## src/rtl/sir_pkg.sv

```systemverilog
`timescale 1ns/1ps
package sir_pkg;

    localparam int SIR_OSR       = 16;
    localparam int SIR_DIV_W     = 8;
    localparam int SIR_SYNC_N    = 2;
    localparam int SIR_PULSE_TCK = 3;

    typedef enum logic [1:0] {
        DEC_IDLE = 2'd0,
        DEC_QUAL = 2'd1,
        DEC_HOLD = 2'd2
    } dec_state_e;

endpackage

```

## src/rtl/sir_lp_div.sv

```systemverilog
`timescale 1ns/1ps
module sir_lp_div #(
    parameter int DIV_W = 8
) (
    input  logic             clk,
    input  logic             rst_n,
    input  logic [DIV_W-1:0] div,
    input  logic             restart,
    output logic             tick
);

    logic [DIV_W-1:0] cnt_d, cnt_q;
    logic [DIV_W-1:0] last;

    always_comb begin
        // a zero divisor behaves as one: tick every cycle
        last  = (div == '0) ? '0 : div - DIV_W'(1);
        tick  = (cnt_q >= last);
        if (restart || tick) begin
            cnt_d = '0;
        end else begin
            cnt_d = cnt_q + DIV_W'(1);
        end
    end

    always_ff @(posedge clk or negedge rst_n) begin
        if (!rst_n) begin
            cnt_q <= '0;
        end else begin
            cnt_q <= cnt_d;
        end
    end

endmodule

```

## src/rtl/sir_enc.sv

```systemverilog
`timescale 1ns/1ps
module sir_enc
    import sir_pkg::*;
#(
    parameter int OSR = 16
) (
    input  logic clk,
    input  logic rst_n,
    input  logic en,
    input  logic lowpwr,
    input  logic txd,
    input  logic b16_tick,
    input  logic lp_tick,
    output logic pulse,
    output logic fire
);

    localparam int              PH_W    = $clog2(OSR);
    localparam logic [PH_W-1:0] PH_LAST = PH_W'(OSR - 1);
    localparam logic [1:0]      W_LAST  = 2'(SIR_PULSE_TCK - 1);

    typedef struct packed {
        logic            txd_q;
        logic            arm;
        logic [PH_W-1:0] phase;
        logic            active;
        logic [1:0]      wcnt;
    } enc_s;

    localparam enc_s ENC_RST = '{txd_q: 1'b1, arm: 1'b0, phase: '0,
                                 active: 1'b0, wcnt: 2'b00};

    enc_s            d, q;
    logic            txd_chg;
    logic            arm_eff;
    logic            src_tick;
    logic [PH_W-1:0] ph_eff;

    always_comb begin
        d        = q;
        fire     = 1'b0;
        txd_chg  = (txd != q.txd_q);
        // a bit boundary is either a txd change or a phase wrap
        arm_eff  = q.arm | txd_chg;
        ph_eff   = txd_chg ? '0 : q.phase;
        src_tick = lowpwr ? lp_tick : b16_tick;

        if (!en) begin
            d       = ENC_RST;
            d.txd_q = txd;
        end else begin
            d.txd_q = txd;
            if (b16_tick) begin
                fire    = arm_eff & ~txd;
                d.arm   = (ph_eff == PH_LAST);
                d.phase = (ph_eff == PH_LAST) ? '0 : ph_eff + PH_W'(1);
            end else begin
                d.arm   = arm_eff;
                d.phase = ph_eff;
            end

            if (fire) begin
                d.active = 1'b1;
                d.wcnt   = 2'b00;
            end else if (q.active && src_tick) begin
                if (q.wcnt == W_LAST) begin
                    d.active = 1'b0;
                end else begin
                    d.wcnt = q.wcnt + 2'd1;
                end
            end
        end
    end

    always_ff @(posedge clk or negedge rst_n) begin
        if (!rst_n) begin
            q <= ENC_RST;
        end else begin
            q <= d;
        end
    end

    assign pulse = q.active;

endmodule

```

## src/rtl/sir_dec.sv

```systemverilog
`timescale 1ns/1ps
module sir_dec
    import sir_pkg::*;
#(
    parameter int DIV_W = 8,
    parameter int OSR   = 16
) (
    input  logic             clk,
    input  logic             rst_n,
    input  logic             en,
    input  logic             din_n,
    input  logic             b16_tick,
    input  logic [DIV_W-1:0] div,
    output logic             nrz
);

    localparam int              PH_W      = $clog2(OSR);
    localparam logic [PH_W-1:0] HOLD_LAST = PH_W'(OSR - 2);

    typedef struct packed {
        dec_state_e       st;
        logic [DIV_W-1:0] qcnt;
        logic [PH_W-1:0]  hcnt;
        logic             nrz;
    } dec_s;

    localparam dec_s DEC_RST = '{st: DEC_IDLE, qcnt: '0, hcnt: '0, nrz: 1'b1};

    dec_s             d, q;
    logic [DIV_W-1:0] last;

    always_comb begin
        d    = q;
        last = (div == '0) ? '0 : div - DIV_W'(1);

        if (!en) begin
            d = DEC_RST;
        end else begin
            case (q.st)
                DEC_IDLE: begin
                    if (!din_n) begin
                        d.st   = DEC_QUAL;
                        d.qcnt = '0;
                        d.hcnt = '0;
                    end
                end
                DEC_QUAL: begin
                    if (b16_tick) begin
                        d.hcnt = q.hcnt + PH_W'(1);
                    end
                    if (din_n) begin
                        d.st = DEC_IDLE;
                    end else if (q.qcnt >= last) begin
                        d.st  = DEC_HOLD;
                        d.nrz = 1'b0;
                    end else begin
                        d.qcnt = q.qcnt + DIV_W'(1);
                    end
                end
                DEC_HOLD: begin
                    if (b16_tick) begin
                        if (q.hcnt >= HOLD_LAST) begin
                            d.st  = DEC_IDLE;
                            d.nrz = 1'b1;
                        end else begin
                            d.hcnt = q.hcnt + PH_W'(1);
                        end
                    end
                end
                default: d = DEC_RST;
            endcase
        end
    end

    always_ff @(posedge clk or negedge rst_n) begin
        if (!rst_n) begin
            q <= DEC_RST;
        end else begin
            q <= d;
        end
    end

    assign nrz = q.nrz;

endmodule

```

## src/rtl/sir_codec.sv

```systemverilog
`timescale 1ns/1ps
module sir_codec
    import sir_pkg::*;
#(
    parameter int DIV_W  = SIR_DIV_W,
    parameter int OSR    = SIR_OSR,
    parameter int SYNC_N = SIR_SYNC_N
) (
    input  logic             clk,
    input  logic             rst_n,
    input  logic             sir_en,
    input  logic             lowpwr_en,
    input  logic             lb_en,
    input  logic             sir_test,
    input  logic [DIV_W-1:0] lp_div,
    input  logic             baud16_tick,
    input  logic             txd,
    output logic             ir_out,
    input  logic             ir_in_n,
    input  logic             ser_in,
    output logic             rxd
);

    logic              lp_tick;
    logic              enc_pulse;
    logic              enc_fire;
    logic              lp_restart;
    logic              dec_in;
    logic              dec_nrz;
    logic              loop_sel;
    logic [SYNC_N-1:0] sync_d, sync_q;

    generate
        if (SYNC_N > 1) begin : g_sync_chain
            always_comb sync_d = {sync_q[SYNC_N-2:0], ir_in_n};
        end else begin : g_sync_single
            always_comb sync_d = ir_in_n;
        end
    endgenerate

    always_ff @(posedge clk or negedge rst_n) begin
        if (!rst_n) begin
            sync_q <= '1;
        end else begin
            sync_q <= sync_d;
        end
    end

    always_comb begin
        lp_restart = enc_fire & lowpwr_en;
        loop_sel   = lb_en & sir_test;
        dec_in     = loop_sel ? ~enc_pulse : sync_q[SYNC_N-1];
        rxd        = sir_en ? dec_nrz : ser_in;
        ir_out     = enc_pulse;
    end

    sir_lp_div #(.DIV_W(DIV_W)) u_div (
        .clk     (clk),
        .rst_n   (rst_n),
        .div     (lp_div),
        .restart (lp_restart),
        .tick    (lp_tick)
    );

    sir_enc #(.OSR(OSR)) u_enc (
        .clk      (clk),
        .rst_n    (rst_n),
        .en       (sir_en),
        .lowpwr   (lowpwr_en),
        .txd      (txd),
        .b16_tick (baud16_tick),
        .lp_tick  (lp_tick),
        .pulse    (enc_pulse),
        .fire     (enc_fire)
    );

    sir_dec #(.DIV_W(DIV_W), .OSR(OSR)) u_dec (
        .clk      (clk),
        .rst_n    (rst_n),
        .en       (sir_en),
        .din_n    (dec_in),
        .b16_tick (baud16_tick),
        .div      (lp_div),
        .nrz      (dec_nrz)
    );

endmodule

```

## config.mk

```make
export PLATFORM = sky130hd
export DESIGN_NAME = sir_codec
export DESIGN_NICKNAME = d
export VERILOG_FILES = /design/src/rtl/sir_pkg.sv /design/src/rtl/sir_lp_div.sv /design/src/rtl/sir_enc.sv /design/src/rtl/sir_dec.sv /design/src/rtl/sir_codec.sv
export SDC_FILE = /design/constraint.sdc
export NUM_CORES = 1
export LEC_CHECK = 0
export ABC_AREA = 1
export CELL_PAD_IN_SITES_DETAIL_PLACEMENT = 1
export CELL_PAD_IN_SITES_GLOBAL_PLACEMENT = 2
export CORE_UTILIZATION = 36
export DETAILED_ROUTE_END_ITERATION = 10
export GPL_TIMING_DRIVEN = 0
export HOLD_SLACK_MARGIN = 0.12
export MAX_ROUTING_LAYER = met4
export PLACE_DENSITY = 0.89
export SLEW_MARGIN = 25
export SYNTH_ARGS = -nofsm -noshare
export SYNTH_HDL_FRONTEND = slang
export SYNTH_SLANG_ARGS = --single-unit
```

## constraint.sdc

```tcl
create_clock -name clk -period 3.62 [get_ports clk]
set_input_delay 0.362 -clock clk [delete_from_list [all_inputs] [get_ports clk]]
set_output_delay 0.362 -clock clk [all_outputs]
set_load 0.03 [all_outputs]
```

==> impl_metrics.py <==
metrics = {
    "setup_path": {
        "rr_worst_depth": 8,
        "critPathMaxStageDelay_ns": 0.49,
        "worstPathMaxFanout": 8,
        "cp-end-kind": "flop",
        "setup.worst_path.start_class": "primary input",
        "worstPathArrival_ns": 2.95,
        "slowest_stage": "clkdlybuf4s50_1",
        "cp.required_ns": 3.80,
        "endpoint": "u_dec.q[12]$_DFFE_PN0P_",
        "r2r-end": "u_enc.q[6]$_DFF_PN0_",
        "path_cells": "clkdlybuf4s50_1 > inv_1 > ha_1 > nand2_1 > inv_1 > nand2_1 > inv_1 > nand2_1 > o21ai_0 > ha_1 > a21oi_1 > o21a_1 > nand2_1 > nand2_1 > nand2_2 > nand2_1 > nand2_1",
        "cpMostUsedCell": "nand2_1",
        "r2r-start": "u_enc.q[8]$_DFF_PN1_",
        "cp-startpoint": "lp_div[0]",
        "reg2reg_slack_ns": 1.83,
        "worstSetupPathType": "primary input to flop",
    },
    "synth": {
        "synth_cell_type_count": 31,
        "yosysWarningCount": 0,
        "synth_top_area_share_pct": 30.5,
        "synth_fp_nets": 379,
        "ys_seq_elements": 34,
        "syn_area_per_cell_um2": 7.35,
        "syn_area_um2": 2460,
        "yosys-top-cells-area": "dfrtp_1 (31%), nand2_1 (13%), ha_1 (13%)",
        "syn_inst": 335,
        "synth_area_leader_cell": "dfrtp_1",
        "yosysSeqAreaShare_pct": 34.8,
    },
    "global_routing": {
        "antenna_found_initial": 0,
        "grt_pass1_wl_mm": 10.3,
        "overflow": 0,
        "grt.total_usage_pct": 18.5,
        "grt_max_degree": 28,
        "grt_pass1_vias": 2270,
    },
    "final_layout": {
        "final_cell_mix": "nand2_1 (88), inv_1 (50), nor2_1 (40)",
        "syn2layout_area_growth_pct": 16.5,
        "final_common_cell": "nand2_1",
        "nets": 407,
        "drive_gt1_share_pct": 8.52,
        "diodes": 0,
        "fillCellCount": 840,
    },
    "pwr": {
        "leakage_nw": 1.49,
        "peakVddDrop_mv": 0.218,
        "p_total_mw": 1.13,
        "power_density_nw_per_um2": 393,
    },
    "cts": {
        "numClockSinks": 34,
        "root_buffer": "clkbuf_8",
        "cts_buffers": 5,
        "cts_setup_buffers": 0,
        "h-tree-depth": 2,
        "clkLatencyLatePin_ns": 0.29,
        "cts_buffer_depth": 2,
        "clkTransAtPathRegs_ns": 0.07,
        "ctsResizeCount": 0,
        "cts_tree": "done",
    },
    "routing": {
        "via_count": 2184,
        "via_per_inst": 4.95,
        "drt_iter0_drc": 75,
        "ant_nets": 0,
        "wl_mm": 5.57,
        "wl_per_cell_um": 12.6,
        "drcViolationCount": 0,
        "drtPass1Iterations": 6,
    },
    "floorplanning": {
        "die_area_um2": 7170,
        "start_util_pct": 38.1,
        "rows": 29,
        "coreArea_um2": 6460,
        "die_w_um": 84.7,
        "die_h_um": 84.7,
        "num_io_pins": 20,
    },
    "placed_design": {
        "io_buffers": 19,
        "gp_congestion": 0.779,
        "hpwl_mm": 4.42,
    },
    "sta": {
        "finClkSkew_ns": 0.00741,
        "period_share_pct": 76.3,
        "rsz0062_at_grt": "no",
        "finalSetupTns_ns": 0,
        "slew_headroom_pct": 75.4,
        "finalSetupViolCount": 0,
        "worst_pin_slew_ns": 0.365,
        "hold_ws_ns": 0.358,
        "drv_slew": 0,
        "fmax_mhz": 362,
        "min_period_ns": 2.76,
        "finalHoldViolations": 0,
    },
    "run": {
        "cap_violations": 0,
    },
    "outcome": {
        "outcome": "finished, final reports clean",
    },
    "worst_hold_path": {
        "hold_class": "flop to flop",
    },
}
layer usage:
metal / share of wire (%) / track usage (%)
met5: 0 / -
met4: 1.6 / 6.47
met2: 47 / 30.5
met1: 48 / 23.3
met3: 2.6 / 2.65
report_power, final:
group          switching (mW)  internal [mW]  total (mW)
Clock                   0.147          0.153       0.299
Sequential             0.0458          0.430       0.476
Combinational           0.208          0.144       0.352
Total                   0.400          0.726        1.13
how the worst min path moves through the flow:
stage                              startpoint                      end  depth (start not counted)
after floorplan                         rst_n  u_dec.q[10]$_DFFE_PN0P_                          0
after global placement    sync_q[0]$_DFF_PN1_      sync_q[1]$_DFF_PN1_                          0
after detailed placement                rst_n     u_enc.q[6]$_DFF_PN0_                          1
after CTS                 sync_q[0]$_DFF_PN1_      sync_q[1]$_DFF_PN1_                          0
after global routing      sync_q[0]$_DFF_PN1_      sync_q[1]$_DFF_PN1_                          0
final                     sync_q[0]$_DFF_PN1_      sync_q[1]$_DFF_PN1_                          0
synth_stat cells (all sizes together):
master and count:
a21o 1, a21oi 12, a31oi 1, buf 1
clkinv 1, dfrtp 30, dfstp 4, ha 26
inv 50, nand2 93, nand3 22, nand3b 1
nand4 7, nor2 41, nor3 12, nor3b 1
nor4 3, o21a 1, o21ai 11, o21bai 1
o31ai 2, or2 3, xnor2 6, xor2 5
cells by family after synthesis:
| family | Yosys count | share of synthesized area, % |
|---|---|---|
| buffers and inverters | 52 | 7.98 |
| XOR/XNOR | 11 | 3.91 |
| adder cells (fa/ha/maj) | 26 | 13.2 |
| AO/OA/AOI/OAI | 29 | 6.76 |
| flip-flops | 34 | 34.8 |
| AND/OR/NAND/NOR | 183 | 33.4 |
worst max-delay path: cells and delay by family:
family | cells | cell delay [ns]
simple gates | 8 | 0.81
fa+ha+maj | 2 | 0.55
compound gates | 3 | 0.55
buf+inv | 4 | 0.67
registers in the layout (all words and copies together), names as in the netlist:
signal / cells
u_dec.q: 14
u_div.cnt_q: 8
u_enc.q: 8
sync_q: 2
u_dec.nrz: 1
u_enc.pulse: 1
repair_timing:
action,in CTS,in global routing
hold endpoints to repair,5,0
hold buffers,1,0
setup endpoints to repair,0,0
cell type report:
| cell class | instances | area, um^2 | share of cell area, % |
|---|---|---|---|
| Buffer | 1 | 5.00 | 0.175 |
| Clock buffer | 6 | 82.6 | 2.88 |
| Clock inverter | 2 | 12.5 | 0.436 |
| Inverter | 51 | 191 | 6.68 |
| Multi-Input combinational cell | 249 | 1410 | 49.1 |
| Sequential cell | 34 | 856 | 29.8 |
| Tap cell | 77 | 96.3 | 3.36 |
| Timing Repair Buffer | 21 | 215 | 7.50 |
per-stage QoR:
step / setup WS [ns] / instances / area [um^2] / util, %
final: 0.857 / 441 / 2870 / 44.4
after global routing: 0.539 / 441 / 2870 / 44.4
after CTS: 0.847 / 441 / 2870 / 44.4
after detailed placement: 0.551 / 432 / 2760 / 42.8
after global placement: 0.612 / 431 / 2750 / 42.5
after floorplan: 1.46 / 335 / 2460 / -
Power figures use the tool's default switching activity.
